File: src/rtl/gpio_pad_pkg.sv
package gpio_pad_pkg;
  localparam int REG_W   = 32;
  localparam int BIT_NEG = 26;
  localparam int BIT_POS = 25;
  localparam int BIT_LVL = 24;
  localparam int MUX_W   = 3;
  localparam int VAL_IEN = 2;
  localparam int VAL_OEN = 1;
  localparam int VAL_LEV = 0;

  typedef enum logic [1:0] {
    SLOT_CFG0 = 2'd0,
    SLOT_CFG1 = 2'd1,
    SLOT_VAL  = 2'd2,
    SLOT_DFLT = 2'd3
  } pad_slot_e;

  typedef struct packed {
    logic             trig_neg;
    logic             trig_pos;
    logic             trig_lvl;
    logic [MUX_W-1:0] mux;
  } cfg0_t;

  typedef struct packed {
    logic ien_n;
    logic oen_n;
    logic out_lvl;
  } val_t;
endpackage

File: src/rtl/gpio_pad_sync.sv
module gpio_pad_sync #(
  parameter int N = 40
) (
  input  logic         clk_i,
  input  logic         rst_ni,
  input  logic [N-1:0] pad_i,
  output logic [N-1:0] sync_o,
  output logic [N-1:0] prev_o
);
  logic [N-1:0] meta_q, sync_q, prev_q;

  always_ff @(posedge clk_i or negedge rst_ni) begin
    if (!rst_ni) begin
      meta_q <= '0;
      sync_q <= '0;
      prev_q <= '0;
    end else begin
      meta_q <= pad_i;
      sync_q <= meta_q;
      prev_q <= sync_q;
    end
  end

  assign sync_o = sync_q;
  assign prev_o = prev_q;
endmodule

File: src/rtl/gpio_pad_regs.sv
module gpio_pad_regs import gpio_pad_pkg::*; #(
  parameter int N     = 40,
  parameter int IDX_W = 7
) (
  input  logic                  clk_i,
  input  logic                  rst_ni,
  input  logic                  wr_en_i,
  input  logic [IDX_W-1:0]      wr_pad_i,
  input  pad_slot_e             wr_slot_i,
  input  logic [REG_W-1:0]      wr_data_i,
  output cfg0_t [N-1:0]         cfg0_o,
  output logic [N-1:0][REG_W-1:0] cfg1_o,
  output logic [N-1:0][REG_W-1:0] dflt_o,
  output val_t [N-1:0]          val_o
);
  for (genvar p = 0; p < N; p++) begin : g_pad
    logic sel;
    assign sel = wr_en_i && (wr_pad_i == IDX_W'(p));

    always_ff @(posedge clk_i or negedge rst_ni) begin
      if (!rst_ni) begin
        cfg0_o[p] <= '0;
        cfg1_o[p] <= '0;
        dflt_o[p] <= '0;
        val_o[p]  <= '{ien_n: 1'b1, oen_n: 1'b1, out_lvl: 1'b0};
      end else if (sel) begin
        case (wr_slot_i)
          SLOT_CFG0: cfg0_o[p] <= '{trig_neg: wr_data_i[BIT_NEG],
                                    trig_pos: wr_data_i[BIT_POS],
                                    trig_lvl: wr_data_i[BIT_LVL],
                                    mux:      wr_data_i[MUX_W-1:0]};
          SLOT_CFG1: cfg1_o[p] <= wr_data_i;
          SLOT_VAL:  val_o[p]  <= '{ien_n:   wr_data_i[VAL_IEN],
                                    oen_n:   wr_data_i[VAL_OEN],
                                    out_lvl: wr_data_i[VAL_LEV]};
          default:   dflt_o[p] <= wr_data_i;
        endcase
      end
    end
  end
endmodule

File: src/rtl/gpio_pad_event.sv
module gpio_pad_event import gpio_pad_pkg::*; #(
  parameter int N = 40
) (
  input  logic          clk_i,
  input  logic          rst_ni,
  input  cfg0_t [N-1:0] cfg0_i,
  input  logic [N-1:0]  sync_i,
  input  logic [N-1:0]  prev_i,
  input  logic [N-1:0]  clr_i,
  output logic [N-1:0]  evt_o,
  output logic [N-1:0]  status_o
);
  logic [N-1:0] status_q;

  for (genvar p = 0; p < N; p++) begin : g_det
    logic rise, fall, lvl_hit, edge_hit;
    always_comb begin
      rise     = sync_i[p] & ~prev_i[p];
      fall     = ~sync_i[p] & prev_i[p];
      lvl_hit  = (cfg0_i[p].trig_pos & sync_i[p]) | (cfg0_i[p].trig_neg & ~sync_i[p]);
      edge_hit = (cfg0_i[p].trig_pos & rise) | (cfg0_i[p].trig_neg & fall);
      evt_o[p] = cfg0_i[p].trig_lvl ? lvl_hit : edge_hit;
    end

    // event has priority over a same-cycle clear
    always_ff @(posedge clk_i or negedge rst_ni) begin
      if (!rst_ni) status_q[p] <= 1'b0;
      else         status_q[p] <= (status_q[p] & ~clr_i[p]) | evt_o[p];
    end
  end

  assign status_o = status_q;
endmodule

File: src/rtl/gpio_pad_ctrl.sv
module gpio_pad_ctrl import gpio_pad_pkg::*; #(
  parameter int NUM_PADS = 40,
  parameter int ADDR_W   = 12
) (
  input  logic                clk_i,
  input  logic                rst_ni,
  input  logic                bus_valid_i,
  input  logic                bus_write_i,
  input  logic [ADDR_W-1:0]   bus_addr_i,
  input  logic [REG_W-1:0]    bus_wdata_i,
  output logic [REG_W-1:0]    bus_rdata_o,
  input  logic [NUM_PADS-1:0] pad_in_i,
  output logic [NUM_PADS-1:0] pad_out_o,
  output logic [NUM_PADS-1:0] pad_oe_o,
  output logic                irq_o
);
  localparam int IDX_W     = ADDR_W - 5;
  localparam int WORD_AW   = ADDR_W - 3;
  localparam int NUM_WORDS = (NUM_PADS + 31) / 32;

  logic                is_stat, pad_hit, wr_pad_en, wr_stat_en;
  logic [IDX_W-1:0]    pad_idx;
  logic [WORD_AW-1:0]  word_idx;
  pad_slot_e           slot;

  assign is_stat    = bus_addr_i[ADDR_W-1];
  assign pad_idx    = bus_addr_i[ADDR_W-2:4];
  assign word_idx   = bus_addr_i[ADDR_W-2:2];
  assign slot       = pad_slot_e'(bus_addr_i[3:2]);
  assign pad_hit    = !is_stat && ({1'b0, pad_idx} < (IDX_W+1)'(NUM_PADS));
  assign wr_pad_en  = bus_valid_i && bus_write_i && pad_hit;
  assign wr_stat_en = bus_valid_i && bus_write_i && is_stat;

  cfg0_t [NUM_PADS-1:0]            cfg0_q;
  logic  [NUM_PADS-1:0][REG_W-1:0] cfg1_q, dflt_q;
  val_t  [NUM_PADS-1:0]            val_q;
  logic  [NUM_PADS-1:0]            sync_q, prev_q, evt, clr, status;

  gpio_pad_regs #(.N(NUM_PADS), .IDX_W(IDX_W)) regs_i (
    .clk_i, .rst_ni,
    .wr_en_i   (wr_pad_en),
    .wr_pad_i  (pad_idx),
    .wr_slot_i (slot),
    .wr_data_i (bus_wdata_i),
    .cfg0_o    (cfg0_q),
    .cfg1_o    (cfg1_q),
    .dflt_o    (dflt_q),
    .val_o     (val_q)
  );

  gpio_pad_sync #(.N(NUM_PADS)) sync_i (
    .clk_i, .rst_ni,
    .pad_i  (pad_in_i),
    .sync_o (sync_q),
    .prev_o (prev_q)
  );

  for (genvar p = 0; p < NUM_PADS; p++) begin : g_clr
    assign clr[p] = wr_stat_en && (word_idx == WORD_AW'(p / 32)) && bus_wdata_i[p % 32];
    assign pad_oe_o[p]  = ~val_q[p].oen_n;
    assign pad_out_o[p] = ~val_q[p].oen_n & val_q[p].out_lvl;
  end

  gpio_pad_event #(.N(NUM_PADS)) event_i (
    .clk_i, .rst_ni,
    .cfg0_i   (cfg0_q),
    .sync_i   (sync_q),
    .prev_i   (prev_q),
    .clr_i    (clr),
    .evt_o    (evt),
    .status_o (status)
  );

  assign irq_o = |status;

  logic [NUM_WORDS*32-1:0] stat_ext;
  logic [REG_W-1:0]        rd_data;
  cfg0_t                   rd_cfg0;
  val_t                    rd_val;
  logic                    rd_lvl;

  always_comb begin
    stat_ext = '0;
    stat_ext[NUM_PADS-1:0] = status;
  end

  always_comb begin
    rd_data = '0;
    rd_cfg0 = cfg0_q[pad_idx];
    rd_val  = val_q[pad_idx];
    rd_lvl  = !rd_val.oen_n ? rd_val.out_lvl : (!rd_val.ien_n && sync_q[pad_idx]);
    if (is_stat) begin
      for (int w = 0; w < NUM_WORDS; w++)
        if (word_idx == WORD_AW'(w)) rd_data = stat_ext[w*32 +: 32];
    end else if (pad_hit) begin
      case (slot)
        SLOT_CFG0: begin
          rd_data[BIT_NEG]   = rd_cfg0.trig_neg;
          rd_data[BIT_POS]   = rd_cfg0.trig_pos;
          rd_data[BIT_LVL]   = rd_cfg0.trig_lvl;
          rd_data[MUX_W-1:0] = rd_cfg0.mux;
        end
        SLOT_CFG1: rd_data = cfg1_q[pad_idx];
        SLOT_VAL:  rd_data[2:0] = {rd_val.ien_n, rd_val.oen_n, rd_lvl};
        default:   rd_data = dflt_q[pad_idx];
      endcase
    end
  end

  always_ff @(posedge clk_i or negedge rst_ni) begin
    if (!rst_ni)                         bus_rdata_o <= '0;
    else if (bus_valid_i && !bus_write_i) bus_rdata_o <= rd_data;
  end
endmodule

File: config.mk
export PLATFORM = sky130hd
export DESIGN_NAME = gpio_pad_ctrl
export DESIGN_NICKNAME = d
export VERILOG_FILES = /design/src/rtl/gpio_pad_pkg.sv /design/src/rtl/gpio_pad_sync.sv /design/src/rtl/gpio_pad_regs.sv /design/src/rtl/gpio_pad_event.sv /design/src/rtl/gpio_pad_ctrl.sv
export SDC_FILE = /design/constraint.sdc
export NUM_CORES = 2
export LEC_CHECK = 0
export BUFFER_PORTS_ARGS = -buffer_cell sky130_fd_sc_hd__buf_4
export CORE_ASPECT_RATIO = 1.25
export CORE_MARGIN = 10
export CORE_UTILIZATION = 57
export DETAILED_ROUTE_END_ITERATION = 8
export GPL_ROUTABILITY_DRIVEN = 0
export PLACE_DENSITY = 0.76
export SETUP_SLACK_MARGIN = 0.1
export SYNTH_ARGS = -nofsm -noshare
export SYNTH_HDL_FRONTEND = slang
export SYNTH_SLANG_ARGS = --single-unit
File: constraint.sdc
create_clock -name clk_i -period 2.2 [get_ports clk_i]
set_input_delay 0.44 -clock clk_i [delete_from_list [all_inputs] [get_ports clk_i]]
set_output_delay 0.44 -clock clk_i [all_outputs]
set_load 0.01 [all_outputs]
==> summary by stage <==
STA
The worst slew margin relative to its limit is 0.102. The actual transition at the worst max-transition pin is 1.35 ns. The count of endpoints failing hold in the final timing report is 0. Setup repair after global routing could not meet its margin everywhere. The top achievable clock speed is 336 MHz. The count of pins over their slew limit is 0. The post-layout minimum cycle time is 2.98 ns. Setup violations remaining at the end of the flow were counted as 23. The post-route fraction of the period consumed by the critical path is 1.35. Summed over all failing endpoints, the final setup total negative slack is -2.76 ns. For the final database, setup skew stands at 0.0466 ns. The worst path setup slack after routing is -0.779 ns.

Worst setup path
The class of the most critical setup path is reg2out. The critical path crosses 5 cells after its start point. The type of origin of the critical path is a flip-flop. The number of cells traversed by the worst register-to-register path is 7.

On the critical path, the stage with the largest delay is an instance of dfrtp_2. The number of buffer and inverter instances along the worst setup path is 2. Walking the worst path, the cells encountered are nor4_4, buf_4, nand4_1, or3_4, buf_6. In this run the worst path has a maximum fanout of 2. The end point of the critical path is irq_o. The delay of the slowest cell on the worst path is 0.43 ns. The register-to-register path setup slack is -0.30 ns. The required time reported for the critical path endpoint is 1.76 ns. The most critical setup path has its startpoint at event_i.status_o[4]. STA puts the critical path data arrival time at 2.54 ns. The launch point of the worst reg-to-reg path is regs_i.cfg1_o[249]. The worst register-to-register path ends at bus_rdata_o[25]. On the critical path the largest part of the delay comes from simple AND/OR/NAND/NOR gates.

The worst setup path is captured at an output pin.

Floorplan
The area of the die is 0.268 mm². The floorplan has 204 rows. The starting density of the core is 0.572. The total I/O pin count is 201.

The die boundary height is 576 µm. The horizontal die dimension is 465 µm. The core region is 0.247 mm².

Yosys
In the synthesized netlist the dominant register cell turns out to be dfrtp_1. After synthesis, the cell types taking the most area are dfrtp_1, mux2_2, mux4_2. The cell taking the most area after synthesis is dfrtp_1. Yosys printed 0 warnings.

The number of nets produced by synthesis is 9011. After synthesis the netlist holds a flip-flop and latch count of 3112. Counting flops with a built-in enable in the synthesized netlist gives 0. Sorting the synthesized cells by how often they occur yields dfrtp_1, mux2_2, mux4_2.

Synthesis produced a netlist whose cell count is 8923. In this run the cell area of the synthesized design comes to 0.141 mm². The most common cell in the synthesized netlist is dfrtp_1.

The share of synthesized area in the top cell type comes to 0.538. The sequential cell area fraction in the yosys report is 0.553. The mean cell area of the mapped netlist is 15.8 µm². Of all flip-flops after synthesis, the portion carrying an async set or reset was 1.00. The number of different library cells in the post-synthesis netlist is 74.

CTS
The TritonCTS buffer count is 312. No sink is reached through more buffers than the 4 on the longest clock path. In this run the number of H-tree levels came out at 5. The clock tree from TritonCTS is yes. The latest clock arrival within the worst-skew pair is 0.91 ns.

The clock root buffer is clkbuf_16. The clock slew at the register clock pins of the worst setup and hold paths is 0.06 ns. The sink count of the clock tree is 3112.

Placement
After legalization and detailed placement, the total HPWL measured 300000 µm. The number of port buffers is 198. Once placement completed, the tool counted placed cells totaling 12.6k.

Layout
Compared with the post-synthesis result, the final layout area differs by 19.8%. In the final layout, the multi-input gates occupy 0.0608 mm². The final cell count without fillers is 13.3k. The final net count is 9874. In the final layout, the share of cells above drive strength 1 is 0.584. The count of fill cells added during filler insertion is 16.0k. Across the whole layout, storage elements account for 0.0780 mm².

Route
The number of design-rule violations left by the first detailed-router iteration is 8785. Dividing the detail-routed via count by the number of cells gives 6.59. The DRC violation count after routing is 0. Dividing the detail-routed wire length by the instance count gives 33.4 µm. For this run, the detailed router's first-pass iteration total came to 9. The count of nets left with antenna violations once routing finished came out at 0. For this block, the routed nets add up to 446000 µm of wire. The vias after detailed routing is 88.0k.

Global routing
The number of global-route vias before repair was 94.4k. For this run, global-route usage on met1 was measured as 0.419. Entering global routing, the biggest net connects 124 pins. The global router's overall resource usage is 0.331.

The first-pass GRT wire length is 655000 µm. The total overflow left after global routing is 0. The number of antenna violations at the first check in global routing came to 21.

The layer with the highest usage is met2. For met2 alone, demand over resource in global routing was 0.516. The met3 track utilization from global routing is 0.0838.

Job
Max-cap violations in this run came to 0.

Power
The internal power consumption is 91.8 mW. Of the total power, the share spent switching nets is 0.236. The sequential share of power is 0.484. VDD sags by at most 0.637 mV.

Of the total power, combinational logic draws 0.063. In this run the power density over the cells is 712 mW/mm². The proportion of power drawn by the clock network is 0.452. For this design the static power due to leakage is 81.9 nW. The power dissipated by switching net loads is 28.4 mW.

Run status
The checks that failed: negative setup slack. The flow ran to the end, but the final reports show violations.

Min path
The worst hold path belongs to the class in2reg.
[placed cells by master (no fill, tap or decap), types with 35 or more instances in the layout]
cell           netlist  final
mux2_4               0    148
o21ai_1             42     41
a21oi_1             48     35
nand2_1            314    232
buf_12               0    316
mux4_2             834    834
dlygate4sd3_1        0     41
clkbuf_8             0     77
nor2_1             151    116
nand2_2              0     73
dfrtp_1           3032   3018
mux2i_1            154    152
clkbuf_16            0    317
buf_4               98    902
mux2_1             180    180
mux2_2            2764   2616
xor2_1              40     40
nor2_4               7     42
clkinv_2             0     49
buf_6               35    124
dfstp_2             80     80
clkbuf_1           393     74
[power groups by stage]
stage	combinational, mW	clock (mW)	sequential [mW]
finish	7.62	54.4	58.2
global route	8.00	57.2	58.2
CTS	7.49	54.7	58.2
detailed placement	7.20	0	59.2
global placement	7.05	0	59.2
floorplan	3.20	0	59.1
[kinds of logic (layout without fill, tap and decap cells)]
group                  count (synthesis)  count (layout)  share of synthesized area
XOR/XNOR                              40              40                    0.00248
multiplexers                        3932            3932                      0.379
flip-flops                          3112            3112                      0.553
buffers and inverters                898            2007                     0.0305
AND/OR/NAND/NOR                      626             626                     0.0201
AO/OA/AOI/OAI                        315             315                     0.0149
other                                  0              15                          0
[final cells by class]
type                            instances  area share
Clock inverter                         92     0.00653
Tap cell                             3296      0.0244
Timing Repair Buffer                 1402      0.0910
Inverter                               45     0.00121
Antenna cell                           15    0.000222
Sequential cell                      3112       0.462
Multi-Input combinational cell       4913       0.360
Clock buffer                          468      0.0549
[how the worst min path moves through the flow]
stage	startpoint	to	slack (ns)	depth (start not counted)
4_1_cts	bus_wdata_i[5]	regs_i.cfg1_o[293]	0.009	2
6_report	bus_wdata_i[5]	regs_i.cfg1_o[293]	0.04	2
5_1_grt	bus_wdata_i[5]	regs_i.cfg1_o[293]	0.03	2
3_5_place_dp	rst_ni	regs_i.cfg0_o[194]	0.31	1
3_3_place_gp	rst_ni	regs_i.cfg0_o[193]	0.32	1
2_1_floorplan	rst_ni	bus_rdata_o[0]	0.14	0
[sequential cells by signal, indices dropped and copies added (netlist names)]
signal            count
event_i.status_o     40
regs_i.cfg1_o      1280
sync_i.prev_o        40
regs_i.val_o        120
bus_rdata_o          32
sync_i.sync_o        40
regs_i.dflt_o      1280
regs_i.cfg0_o       240
sync_i.meta_q        40
[timing repair]
| action | 4_1_cts | 5_1_grt |
|---|---|---|
| setup endpoints to repair | 486 | 248 |
| gates resized for setup | 350 | 109 |
| cloned | 2 | 0 |
| hold buffers | 41 | 0 |
| endpoints found under the hold margin | 1019 | 0 |
| pin swaps | 76 | 24 |
| buffers inserted | 55 | 30 |
[per-layer routing]
metal | part of all wire | up-vias
met3 | 0.087 | 1427
met5 | 0.00013 | -
met1 | 0.37 | 47509
met4 | 0.074 | 10
met2 | 0.47 | 4223
li1 | - | 34790
[stage by stage]
step	instance area, µm²	hold slack (ns)	util	worst slack, ns	power (mW)
global route	169000	0.0267	0.685	-0.787	123
CTS	168000	0.00926	0.683	-0.729	120
floorplan	142000	0.144	-	-0.282	62.3
detailed placement	156000	0.314	0.631	-1.28	66.4
global placement	156000	0.316	0.631	-1.30	66.2
finish	169000	0.0414	0.685	-0.779	120
Note: power is estimated with default switching activity, not from simulation.
